<file path="src/rtl/xbus_pkg.sv">
package xbus_pkg;
  localparam int WAIT_MAX = 32;
  localparam int CNT_W    = $clog2(WAIT_MAX + 2);
  localparam int DATA_W   = 16;

  typedef enum logic [1:0] {ST_IDLE, ST_ADR, ST_DAT} xbus_st_e;

  typedef struct packed {
    logic       bw8;
    logic       big;
    logic       wrx;
    logic       as_full;
    logic       ace;
    logic [2:0] wcode;
  } xbus_area_t;
endpackage

</file>
<file path="src/rtl/xbus_wait_dec.sv">
module xbus_wait_dec #(
  parameter int CW = 6
) (
  input  logic [2:0]    code,
  output logic [CW-1:0] cycles
);
  // codes 0..4 map linearly, 5..7 are powers of two
  always_comb begin
    if (code < 3'd5) cycles = CW'(code);
    else             cycles = CW'(1) << (code - 3'd2);
  end
endmodule

</file>
<file path="src/rtl/xbus_lane.sv">
module xbus_lane #(
  parameter int DW = 16
) (
  input  logic          bw8,
  input  logic          big,
  input  logic          wrx,
  input  logic          sz16,
  input  logic          a0,
  input  logic          half,
  input  logic [DW-1:0] wdata,
  input  logic [DW-1:0] ad_in,
  input  logic [DW-1:0] rd_old,
  output logic          lo_act,
  output logic          hi_act,
  output logic          wr_lo,
  output logic          wr_hi,
  output logic [DW-1:0] wbus,
  output logic [DW-1:0] rmerge
);
  localparam int BW = DW / 2;
  logic hi_slot;

  assign hi_slot = half ^ big;
  assign lo_act  = bw8 | sz16 | ~a0;
  assign hi_act  = ~bw8 & (sz16 | a0);
  assign wr_lo   = wrx | lo_act;
  assign wr_hi   = ~wrx & hi_act;

  always_comb begin
    if (bw8) begin
      wbus = {{BW{1'b0}}, (sz16 && hi_slot) ? wdata[DW-1:BW] : wdata[BW-1:0]};
      if (!sz16)        rmerge = {{BW{1'b0}}, ad_in[BW-1:0]};
      else if (hi_slot) rmerge = {ad_in[BW-1:0], rd_old[BW-1:0]};
      else              rmerge = {rd_old[DW-1:BW], ad_in[BW-1:0]};
    end else if (sz16) begin
      wbus   = big ? {wdata[BW-1:0], wdata[DW-1:BW]} : wdata;
      rmerge = big ? {ad_in[BW-1:0], ad_in[DW-1:BW]} : ad_in;
    end else begin
      wbus   = a0 ? {wdata[BW-1:0], {BW{1'b0}}} : {{BW{1'b0}}, wdata[BW-1:0]};
      rmerge = {{BW{1'b0}}, a0 ? ad_in[DW-1:BW] : ad_in[BW-1:0]};
    end
  end
endmodule

</file>
<file path="src/rtl/xbus_seq.sv">
module xbus_seq
  import xbus_pkg::*;
#(
  parameter int ADDR_W = 24
) (
  input  logic              clk,
  input  logic              rst_n,
  input  logic              req,
  input  logic              we,
  input  logic              size16,
  input  logic [ADDR_W-1:0] addr,
  input  logic [15:0]       wdata,
  output logic              ack,
  output logic [15:0]       rdata,
  input  logic              area_bw8,
  input  logic              area_big,
  input  logic              area_wrx,
  input  logic              area_as_full,
  input  logic              area_ace,
  input  logic [2:0]        area_wait,
  input  logic              nonmux,
  input  logic              as_high,
  input  logic              rdy_en,
  input  logic              rdy_i,
  input  logic              en_as,
  input  logic              en_rd,
  input  logic              en_wrl,
  input  logic              en_wrh,
  input  logic              en_ub,
  input  logic              en_lb,
  input  logic [15:0]       ad_in,
  output logic [15:0]       ad_out,
  output logic              ad_oe,
  output logic [ADDR_W-1:0] a_out,
  output logic              as_o,
  output logic              rd_n,
  output logic              wrl_n,
  output logic              wrh_n,
  output logic              ub_n,
  output logic              lb_n
);
  xbus_st_e           st, st_n;
  logic [CNT_W-1:0]   cnt, cnt_n, wcyc;
  logic               half, half_n, we_q, we_n, sz_q, sz_n, ack_q, ack_n;
  xbus_area_t         area_q, area_n;
  logic [ADDR_W-1:0]  addr_q, addr_n, cyc_addr;
  logic [DATA_W-1:0]  wd_q, wd_n, rdata_q, rdata_n, wbus, rmerge;
  logic               lo_act, hi_act, wr_lo, wr_hi;
  logic               busy, strobe_ph, fin, split, as_act;

  xbus_wait_dec #(.CW(CNT_W)) u_wdec (.code(area_q.wcode), .cycles(wcyc));

  xbus_lane #(.DW(DATA_W)) u_lane (
    .bw8(area_q.bw8), .big(area_q.big), .wrx(area_q.wrx), .sz16(sz_q),
    .a0(addr_q[0]), .half(half), .wdata(wd_q), .ad_in(ad_in), .rd_old(rdata_q),
    .lo_act(lo_act), .hi_act(hi_act), .wr_lo(wr_lo), .wr_hi(wr_hi),
    .wbus(wbus), .rmerge(rmerge)
  );

  assign busy      = (st != ST_IDLE);
  assign split     = area_q.bw8 & sz_q;
  assign strobe_ph = (st == ST_DAT) && (cnt > wcyc);
  assign fin       = strobe_ph && (!rdy_en || rdy_i);

  always_comb begin
    if (split)     cyc_addr = {addr_q[ADDR_W-1:1], half};
    else if (sz_q) cyc_addr = {addr_q[ADDR_W-1:1], 1'b0};
    else           cyc_addr = addr_q;
  end

  // next-state process
  always_comb begin
    st_n = st; cnt_n = cnt; half_n = half; area_n = area_q; we_n = we_q;
    sz_n = sz_q; addr_n = addr_q; wd_n = wd_q; rdata_n = rdata_q; ack_n = 1'b0;
    unique case (st)
      ST_IDLE: if (req && !ack_q) begin
        st_n   = nonmux ? ST_DAT : ST_ADR;
        cnt_n  = '0;
        half_n = 1'b0;
        area_n = '{bw8: area_bw8, big: area_big, wrx: area_wrx,
                   as_full: area_as_full, ace: area_ace, wcode: area_wait};
        we_n   = we;
        sz_n   = size16;
        addr_n = addr;
        wd_n   = wdata;
      end
      ST_ADR: begin
        if (cnt == CNT_W'(area_q.ace)) begin
          st_n  = ST_DAT;
          cnt_n = '0;
        end else begin
          cnt_n = cnt + 1'b1;
        end
      end
      ST_DAT: begin
        if (!strobe_ph) cnt_n = cnt + 1'b1;
        if (fin) begin
          if (!we_q) rdata_n = rmerge;
          if (split && !half) begin
            half_n = 1'b1;
            st_n   = nonmux ? ST_DAT : ST_ADR;
            cnt_n  = '0;
          end else begin
            st_n  = ST_IDLE;
            ack_n = 1'b1;
          end
        end
      end
      default: st_n = ST_IDLE;
    endcase
  end

  // register process
  always_ff @(posedge clk or negedge rst_n) begin
    if (!rst_n) begin
      st <= ST_IDLE; cnt <= '0; half <= 1'b0; area_q <= '0; we_q <= 1'b0;
      sz_q <= 1'b0; addr_q <= '0; wd_q <= '0; rdata_q <= '0; ack_q <= 1'b0;
    end else begin
      st <= st_n; cnt <= cnt_n; half <= half_n; area_q <= area_n; we_q <= we_n;
      sz_q <= sz_n; addr_q <= addr_n; wd_q <= wd_n; rdata_q <= rdata_n; ack_q <= ack_n;
    end
  end

  // pin outputs, decoded from state only
  always_comb begin
    as_act = (st == ST_ADR && (area_q.as_full || cnt == '0)) ||
             (nonmux && st == ST_DAT && (area_q.as_full || cnt == '0));
  end

  assign as_o   = en_as ? (as_high ? as_act : ~as_act) : ~as_high;
  assign rd_n   = ~(en_rd && st == ST_DAT && !we_q);
  assign wrl_n  = ~(en_wrl && strobe_ph && we_q && wr_lo);
  assign wrh_n  = ~(en_wrh && strobe_ph && we_q && wr_hi);
  assign ub_n   = ~(en_ub && busy && hi_act);
  assign lb_n   = ~(en_lb && busy && lo_act);
  assign ad_oe  = (st == ST_ADR) || (st == ST_DAT && we_q);
  assign ad_out = (st == ST_ADR) ? cyc_addr[15:0] :
                  (st == ST_DAT && we_q) ? wbus : '0;
  assign a_out  = busy ? cyc_addr : '0;
  assign ack    = ack_q;
  assign rdata  = rdata_q;


  ack_pulse_chk: assert property (@(posedge clk) disable iff (!rst_n)
    ack |=> !ack);

  ack_idle_chk: assert property (@(posedge clk) disable iff (!rst_n)
    ack |-> (a_out == '0 && !ad_oe));

  rd_bus_free_chk: assert property (@(posedge clk) disable iff (!rst_n)
    !rd_n |-> !ad_oe);

  wr_driven_chk: assert property (@(posedge clk) disable iff (!rst_n)
    (!wrl_n || !wrh_n) |-> ad_oe);

  wr_setup_chk: assert property (@(posedge clk) disable iff (!rst_n)
    $fell(wrl_n) |-> $past(ad_oe));

  rd_wr_apart_chk: assert property (@(posedge clk) disable iff (!rst_n)
    !rd_n |-> (wrl_n && wrh_n));
endmodule

</file>
<file path="config.mk">
export PLATFORM = sky130hd
export DESIGN_NAME = xbus_seq
export DESIGN_NICKNAME = d
export VERILOG_FILES = /design/src/rtl/xbus_pkg.sv /design/src/rtl/xbus_wait_dec.sv /design/src/rtl/xbus_lane.sv /design/src/rtl/xbus_seq.sv
export SDC_FILE = /design/constraint.sdc
export NUM_CORES = 1
export LEC_CHECK = 0
export ABC_CLOCK_PERIOD_IN_PS = 8670
export CAP_MARGIN = 25
export CORE_UTILIZATION = 53
export CTS_BUF_LIST = sky130_fd_sc_hd__clkbuf_2 sky130_fd_sc_hd__clkbuf_4 sky130_fd_sc_hd__clkbuf_8
export CTS_CLUSTER_DIAMETER = 60
export DETAILED_ROUTE_END_ITERATION = 10
export GPL_ROUTABILITY_DRIVEN = 0
export GPL_TIMING_DRIVEN = 0
export PLACE_DENSITY = 0.92
export SLEW_MARGIN = 30
export SYNTH_ARGS = -nofsm -noshare
export SYNTH_HDL_FRONTEND = slang
export SYNTH_SLANG_ARGS = --single-unit
</file>
<file path="constraint.sdc">
create_clock -name clk -period 8.67 [get_ports clk]
set_input_delay 2.1675 -clock clk [delete_from_list [all_inputs] [get_ports clk]]
set_output_delay 2.1675 -clock clk [all_outputs]
set_load 0.01 [all_outputs]
</file>
==> Yosys cells after proc, flatten, opt, wreduce, memory -nomap -nowiden <==
Index checks and enable logic that the tools add are counted.
{ "classes": {"bitwise_logic": 19, "mux": 38, "n_lt_le_gt_ge": 2, "reduce_logical": 40, "shifts": 1, "eq_ne": 9, "add_sub_neg": 2} }
{ "ops": {"columns": ["op", "n"], "rows": [
  ["two-way mux 16 bit", 11],
  ["two-way mux 6 bit", 6],
  ["two-way mux 24 bit", 1],
  ["logical AND 1 bit", 21],
  ["case mux 6 bit (3 select lines)", 1],
  ["two-way mux 8 bit", 2],
  ["AND reduction 4 bit", 3],
  ["NOT 1 bit", 11],
  ["two-way mux 1 bit", 10],
  ["two-way mux 2 bit", 5],
  ["adder 6 x 1 -> 6 bit, second input constant", 1],
  ["== test 6 x 1 -> 1 bit", 1],
  ["> comparator 6 bit", 1],
  ["zero test 6 bit", 1],
  ["!= test 2 bit, second input constant", 3],
  ["case mux 2 bit (3 select lines)", 1],
  ["left shift 1 x 3 -> 6 bit, first input constant", 1],
  ["zero test 1 bit", 4],
  ["logical OR 1 bit", 4],
  ["bitwise OR 1 bit", 4],
  ["AND reduction 2 bit", 2],
  ["nonzero test 2 bit", 2],
  ["AND 1 bit", 3],
  ["less-than comparator 3 bit, second input constant", 1],
  ["other kinds (11)", 11]
]} }
{ "totals": {"register_bits": 76, "wordCells": 127} }

==> Longest topological paths before layout <==
Gate-level depths: netlist of run 1.
{ "depth": {"ltp_word": 9, "ltp_mapped": 13, "depth_no_buf": 12} }

==> Cells and area by module <==
Synthesis of run 1 repeated with hierarchy kept, for this count alone.
{ "hier_totals": {"cells_unflattened": 502, "hier_area_um2": 5133.7} }
{ "modules_own_cells": {"columns": ["mod", "seq_area_each_um2", "n_inst", "area_each_um2", "cells_per_inst"], "rows": [
  ["xbus_seq", 1901.8, 1, 3895.0, 319],
  ["xbus_lane", 0.0, 1, 1114.8, 165],
  ["xbus_wait_dec", 0.0, 1, 123.9, 18]
]} }

==> Least setup slack after synthesis of run 1 <==
OpenSTA, ideal clock, no wires.
{ "synth_path": {"path_type": "in2out", "from": "in en_ub", "to": "out ub_n", "required_time_ns": 6.503, "cell_stages": 1, "arrival_ns": 2.782, "slack_ns": 3.721, "path_cell_list": "or4b_2"} }
{ "synth_via": {"elab_chain_cells": 3} }
{ "synth_rtl": {"columns": ["item", "line_no", "source"], "rows": [
  ["start, declared", "xbus_seq.sv:29", "input logic en_ub,"],
  ["logical AND 1 bit (2 in a row)", "xbus_seq.sv:134", "assign ub_n = ~(en_ub && busy && hi_act);"],
  ["NOT 1 bit", "xbus_seq.sv:134", null],
  ["end, declared", "xbus_seq.sv:39", "output logic ub_n,"]
]} }
No other way between the ends.

==> Worst setup path in the final report of run 1 <==
{ "layout_path": {"from": "in nonmux", "to": "out as_o"} }
{ "layout_via": {"elab_chain_cells": 6} }
{ "layout_rtl": {"columns": ["item", "line_no", "source"], "rows": [
  ["start, declared", "xbus_seq.sv:21", "input logic nonmux,"],
  ["logical AND 1 bit (*) (2 in a row)", "xbus_seq.sv:127", "(nonmux && st == ST_DAT && (area_q.as_full || cnt == '0));"],
  ["logical OR 1 bit (*)", "xbus_seq.sv:126", "as_act = (st == ST_ADR && (area_q.as_full || cnt == '0)) ||"],
  ["NOT 1 bit", "xbus_seq.sv:130", "assign as_o = en_as ? (as_high ? as_act : ~as_act) : ~as_high;"],
  ["two-way mux 1 bit (*) (2 in a row)", "xbus_seq.sv:130", null],
  ["end, declared", "xbus_seq.sv:35", "output logic as_o,"]
]} }
Mark *: on every way between the ends. The rest lies on a longest branch, timed or not.

==> results of run 1 <==
## metal layers
metal  up-vias  share of wire [%]
li1       1878                  -
met1      2032                 41
met2       181                 49
met3        40                6.5
met4         0                3.6
met5         -                  0
## power by group through the flow
stage	Sequential, W	Combinational, W	Clock (W)
floorplan	0.000641	0.000853	0
global placement	0.000655	0.00131	0
detailed placement	0.000669	0.00137	0
CTS	0.000667	0.00138	0.000288
global route	0.000693	0.00149	0.000302
finish	0.000673	0.00139	0.000288
## worst paths after layout
kind | cells after the start | startpoint | endpoint | slack [ns]
worst min-delay path | 1 | addr_q[20]$_DFFE_PN0P_ | addr_q[20]$_DFFE_PN0P_ | 0.51
worst max-delay path | 5 | nonmux | as_o | 2.76
max in group asynchronous | 2 | rst_n | area_q[6]$_DFFE_PN0P_ | 6.37
worst max register to register | 12 | area_q[1]$_DFFE_PN0P_ | cnt[2]$_DFFE_PN0P_ | 5.69
min in group asynchronous | 1 | rst_n | addr_q[10]$_DFFE_PN0P_ | 1.72
worst min register to register | 1 | addr_q[20]$_DFFE_PN0P_ | addr_q[20]$_DFFE_PN0P_ | 0.51
## logic make-up (layout without fill, tap and decap cells)
logic type                 after synthesis  in the layout  share of synthesized area (%)
muxes                                  110            110                           25.7
and+or+nand+nor                        108            108                           12.5
AOI/OAI and AO/OA                       78             78                           12.5
DFF                                     76             76                           40.6
buffers and inverters                   44            203                           3.85
adders and majority gates               16             16                           4.27
xor gates and xnor gates                 3              3                          0.561
## critical path, cell delays in order
cell             delay (ns)
clkdlybuf4s50_1        0.50
a21oi_1                0.08
nor3b_1                0.27
xnor2_1                0.16
clkdlybuf4s50_1        0.57
## sequential cells by signal, indices dropped and copies added, names as in the netlist
signal  count
we_q        1
cnt         6
half        1
ack         1
area_q      8
wd_q       16
st          2
rdata      16
sz_q        1
addr_q     24
## metrics by stage
| stage | cells | cell area [um^2] | total power (W) |
|---|---|---|---|
| final | 699 | 6470 | 0.00235 |
| after global routing | 699 | 6470 | 0.00249 |
| after CTS | 699 | 6470 | 0.00234 |
| after detailed placement | 683 | 6260 | 0.00204 |
| after global placement | 682 | 6240 | 0.00197 |
| after floorplan | 435 | 4680 | 0.00149 |
## placed cells by master (no fill, tap or decap), types with 3 or more instances in the layout
cell / Yosys / final
inv_1: 21 / 21
buf_2: 12 / 12
a22oi_1: 16 / 16
nand2_1: 36 / 36
mux2i_1: 26 / 26
nor2_1: 13 / 13
dfrtp_1: 76 / 76
o21ai_0: 19 / 19
a31oi_1: 3 / 3
nand2b_1: 8 / 8
clkbuf_1: 10 / 10
o221ai_1: 12 / 12
o2bb2ai_1: 8 / 8
clkdlybuf4s50_1: 0 / 141
nand3_1: 7 / 7
a21oi_1: 7 / 7
nor2b_1: 26 / 26
clkbuf_8: 0 / 10
mux2_2: 84 / 84
ha_1: 16 / 16
nand3b_1: 4 / 4
## cell type report
cell class | instances | share of cell area, %
multi-input combinational | 315 | 40.2
sequential | 76 | 29.4
timing repair buffer | 143 | 22.4
clock buffer | 10 | 2.13
tap | 105 | 2.03
buffer | 23 | 1.57
inverter | 21 | 1.22
clock inverter | 6 | 1.08
==> flow_metrics.tcl, run 1 <==
set metrics [dict create \
    yosysSeqAreaShare_pct 40.6 \
    wl_per_cell_um 18.2 \
    grt-busiest-layer "met2" \
    ant_nets 0 \
    io_buffers 142 \
    ios 143 \
    die_x_um 96.0 \
    yosys_warnings 0 \
    drcViolationCount 0 \
    clockPowerShare_pct 12.3 \
    hold_viol_final 0 \
    firstDrtPassIters 5 \
    gr-total-overflow 0 \
    rsz0062_at_grt "false" \
    fp.dieH_um 96.0 \
    outcome "finished clean" \
    cts_buffer_depth 2 \
    cp-end-kind "primary output" \
    die-area_um2 9220 \
    p_sw_share_pct 40.5 \
    syn_avg_cell_area_um2 10.8 \
    vdd.ir_drop.worst_mv 0.207 \
    p_int_w 0.00140 \
    place_ws_ns 2.75 \
    numClockSinks 76 \
    yosys-top-cells-count "mux2_2 (84), dfrtp_1 (76), nand2_1 (36)" \
    grtUsageTotal_pct 29.0 \
    coreArea_um2 8380 \
    synth_flop_cell "dfrtp_1" \
    cp.arrival_ns 3.74 \
    crit_type "input port to primary output" \
    clk_latency_ns 0.36 \
    tns_ns 0 \
    seq_area_um2 1900 \
    synth_cells 435 \
    period_share_pct 68.2 \
    grt_pass1_wl_um 20000 \
    fillerInstances 506 \
    area_delta_synth_final_pct 38.1 \
    nets 684 \
    yosysTopAreaCell "dfrtp_1" \
    max_freq_ghz 0.169 \
    totalWireLength_um 12700 \
    mappedNetlistArea_um2 4680 \
    netlist.area_leader.share_pct 40.6 \
    initial_utilization_pct 55.9 \
    finalSetupViolCount 0 \
    p_sw_w 0.000951 \
    layout-drive-gt1-share_pct 21.0 \
    grt_use_met2_pct 49.0 \
    hpwlAfterDp_um 9670 \
    relSlewSlack_pct 49.5 \
    period_minus_slack_ns 5.91 \
    cp_max_fo 3 \
    drtIter0Drc 223 \
    cap_violations 0 \
    clk_pin_slew_ns 0.09 \
    tightest_slew_ns 0.755 \
    worstPathRequired_ns 6.50 \
    finClkSkew_ns 0.0104 \
    p_leak_nw 2.75 \
    netlist_top_cells_area "dfrtp_1 (41%), mux2_2 (20%), mux2i_1 (5.6%), ha_1 (4.3%), nor2b_1 (3.5%)" \
    final_util_pct 77.2 \
    diodes 0 \
    finalWorstSetupSlack_ns 2.76 \
    vias 4131 \
    antenna_found_initial 0 \
    synth.most_common_cell "mux2_2" \
    first_global_vias 4184 \
    cts_resized 0 \
    startpoint_type "input port" \
    grt_max_degree 49 \
    min-delay-path-class "flip-flop to flip-flop" \
    cts_tree "done" \
    vias_per_cell 5.91 \
    ys_types 45 \
    p_per_area_nw_per_um2 363 \
    cts_setup_buffers 0 \
    multi_input_area_um2 2600 \
    met1_usage_pct 35.4 \
    cts_root_buffer "clkbuf_8" \
    whs_ns 0.510 \
    p_seq_share_pct 28.7 \
    p_comb_share_pct 59.1 \
    hold_buffers 0 \
    cts_made_buffers 9 \
    synth_edf_count 0 \
    cts_max_level 3 \
    drv_slew 0 \
    met3_usage_pct 5.92 \
    async_reset_ff_share_pct 100 \
    row_count 33 \
    synth_nets 530 \
    ys_ff_latch 76 \
]
No activity file was read; power rests on OpenSTA's default activity.
==> run 2: changes to the inputs <==
- ABC_CLOCK_PERIOD_IN_PS: 8670 -> 6100
- CORE_UTILIZATION: 53 -> 49
- PLACE_DENSITY: 0.92 -> 0.86
- clock period: 8.67 -> 6.1 ns (I/O delays scaled with it)
==> run 2 against run 1 <==
  * Register-to-register slack got worse by 2.5 ns
  * Largest cell class unchanged
  * Die area rose by 8.0%
  * Critical path type is now flip-flop to primary output
  * Setup slack worse by 1.5 ns
  * Power grew 42%
  * Count of clock-buffer cells in the layout is 1 higher
==> flow_metrics.tcl, run 2 (same netlist as run 1, synthesis figures left out) <==
set metrics [dict create \
    rrSetupSlack_ns 3.20 \
    numClockSinks 76 \
    reg2regPathDepth 12 \
    fp.dieH_um 99.8 \
    cp.arrival_ns 3.32 \
    die_x_um 99.8 \
    coreArea_um2 9240 \
    drtIter0Drc 247 \
    layout_common_cells "clkdlybuf4s50_1 (141), mux2_2 (84), dfrtp_1 (76)" \
    vias 4028 \
    die-area_um2 9960 \
    largest_reg_flops 24 \
    dp.cells 707 \
    mostFrequentLayoutCell "clkdlybuf4s50_1" \
    hold_viol_final 0 \
    hold_buffers 0 \
    grt_max_degree 49 \
    cts_max_level 3 \
    clk_pin_slew_ns 0.09 \
    first_global_vias 4139 \
    area_delta_synth_final_pct 39.0 \
    ant_nets 0 \
    wl_per_cell_um 17.8 \
    max_freq_ghz 0.206 \
    finalWorstSetupSlack_ns 1.26 \
    cts_buffer_depth 2 \
    place_ws_ns 1.48 \
    diodes 0 \
    worstPathRequired_ns 4.58 \
    ios 143 \
    totalWireLength_um 12900 \
    layout-drive-gt1-share_pct 21.0 \
    layout.cells.non_filler 723 \
    clk_latency_ns 0.36 \
    initial_utilization_pct 50.7 \
    vdd.ir_drop.worst_mv 0.252 \
    hpwlAfterDp_um 9600 \
    row_count 35 \
    finalSetupViolCount 0 \
    finClkSkew_ns 0.0100 \
    cts_tree "done" \
    tns_ns 0 \
    drv_slew 0 \
    cp-end-kind "primary output" \
    min_path_cells 1 \
    p_per_area_nw_per_um2 513 \
    grt_pass1_wl_um 20200 \
    cap_violations 0 \
    cts_resized 0 \
    nets 684 \
    rsz0062_at_grt "false" \
    vias_per_cell 5.57 \
    cts_made_buffers 9 \
    gr-total-overflow 0 \
    cts_root_buffer "clkbuf_8" \
    min-delay-path-class "flip-flop to flip-flop" \
    antenna_found_initial 0 \
    period_share_pct 79.4 \
    crit_type "flip-flop to primary output" \
    grtUsageTotal_pct 26.1 \
    cts_setup_buffers 0 \
    relSlewSlack_pct 47.1 \
    cp_max_fo 8 \
    tightest_slew_ns 0.771 \
    p_leak_nw 2.76 \
    outcome "finished clean" \
    startpoint_type "flip-flop" \
    firstDrtPassIters 4 \
    period_minus_slack_ns 4.84 \
    largest-register "addr_q" \
    io_buffers 142 \
    drcViolationCount 0 \
]
run 2: cell types whose count changed in the layout (fill, tap and decap cells not counted), sizes merged:
| cell | before | now |
|---|---|---|
| clkinv | 3 | 2 |
| clkbuf | 20 | 21 |
run 2: final timing paths:
path / start / end
worst max-delay path: area_q[1]$_DFFE_PN0P_ / wrl_n
worst min-delay path: addr_q[18]$_DFFE_PN0P_ / addr_q[18]$_DFFE_PN0P_
worst max register to register: area_q[1]$_DFFE_PN0P_ / rdata[4]$_DFFE_PN0P_
worst min register to register: addr_q[18]$_DFFE_PN0P_ / addr_q[18]$_DFFE_PN0P_
max in group asynchronous: rst_n / rdata[14]$_DFFE_PN0P_
min in group asynchronous: rst_n / addr_q[10]$_DFFE_PN0P_
run 2: layout make-up:
class	instances	area, um^2
timing repair buffer	143	1450
clock inverter	5	67.6
sequential	76	1900
multi-input combinational	315	2600
tap	129	161
buffer	23	101
clock buffer	11	151
inverter	21	78.8
fill	664	2730
run 2: through the flow:
step	util [%]	area (um^2)	power (W)	hold slack [ns]
2_1_floorplan	-	4680	0.00212	0.471
5_1_grt	70.5	6510	0.00355	0.523
3_5_place_dp	68.1	6290	0.00289	0.485
6_report	70.5	6510	0.00334	0.505
4_1_cts	70.5	6510	0.00334	0.505
3_3_place_gp	67.8	6270	0.00280	0.479
run 2: power breakdown:
part	internal, W	switching [W]	total [W]
sequential	0.000739	0.000213	0.000952
clock	0.000218	0.000213	0.000431
combinational	0.00104	0.000921	0.00196
run 2: layer usage:
| layer | GRT usage [%] | vias up | share of wire [%] | wire length [um] |
|---|---|---|---|---|
| li1 | - | 1876 | - | - |
| met2 | 44.8 | 143 | 50 | 6440 |
| met3 | 6.48 | 28 | 6.7 | 859 |
| met1 | 31.6 | 1981 | 41 | 5260 |
| met5 | 0 | - | 0 | 0 |
| met4 | 9.84 | 0 | 2.6 | 334 |
run 2: worst max-delay path, cell delays in order (launching register included):
cell and delay (ns):
dfrtp_1 0.49, inv_1 0.07, ha_1 0.34, nor2_1 0.15, mux2i_1 0.09, nor2_1 0.09, a21oi_1 0.05, ha_1 0.29
nand4_2 0.13, o21bai_4 0.22, a31oi_4 0.33, o2111ai_1 0.18, clkdlybuf4s50_1 0.53
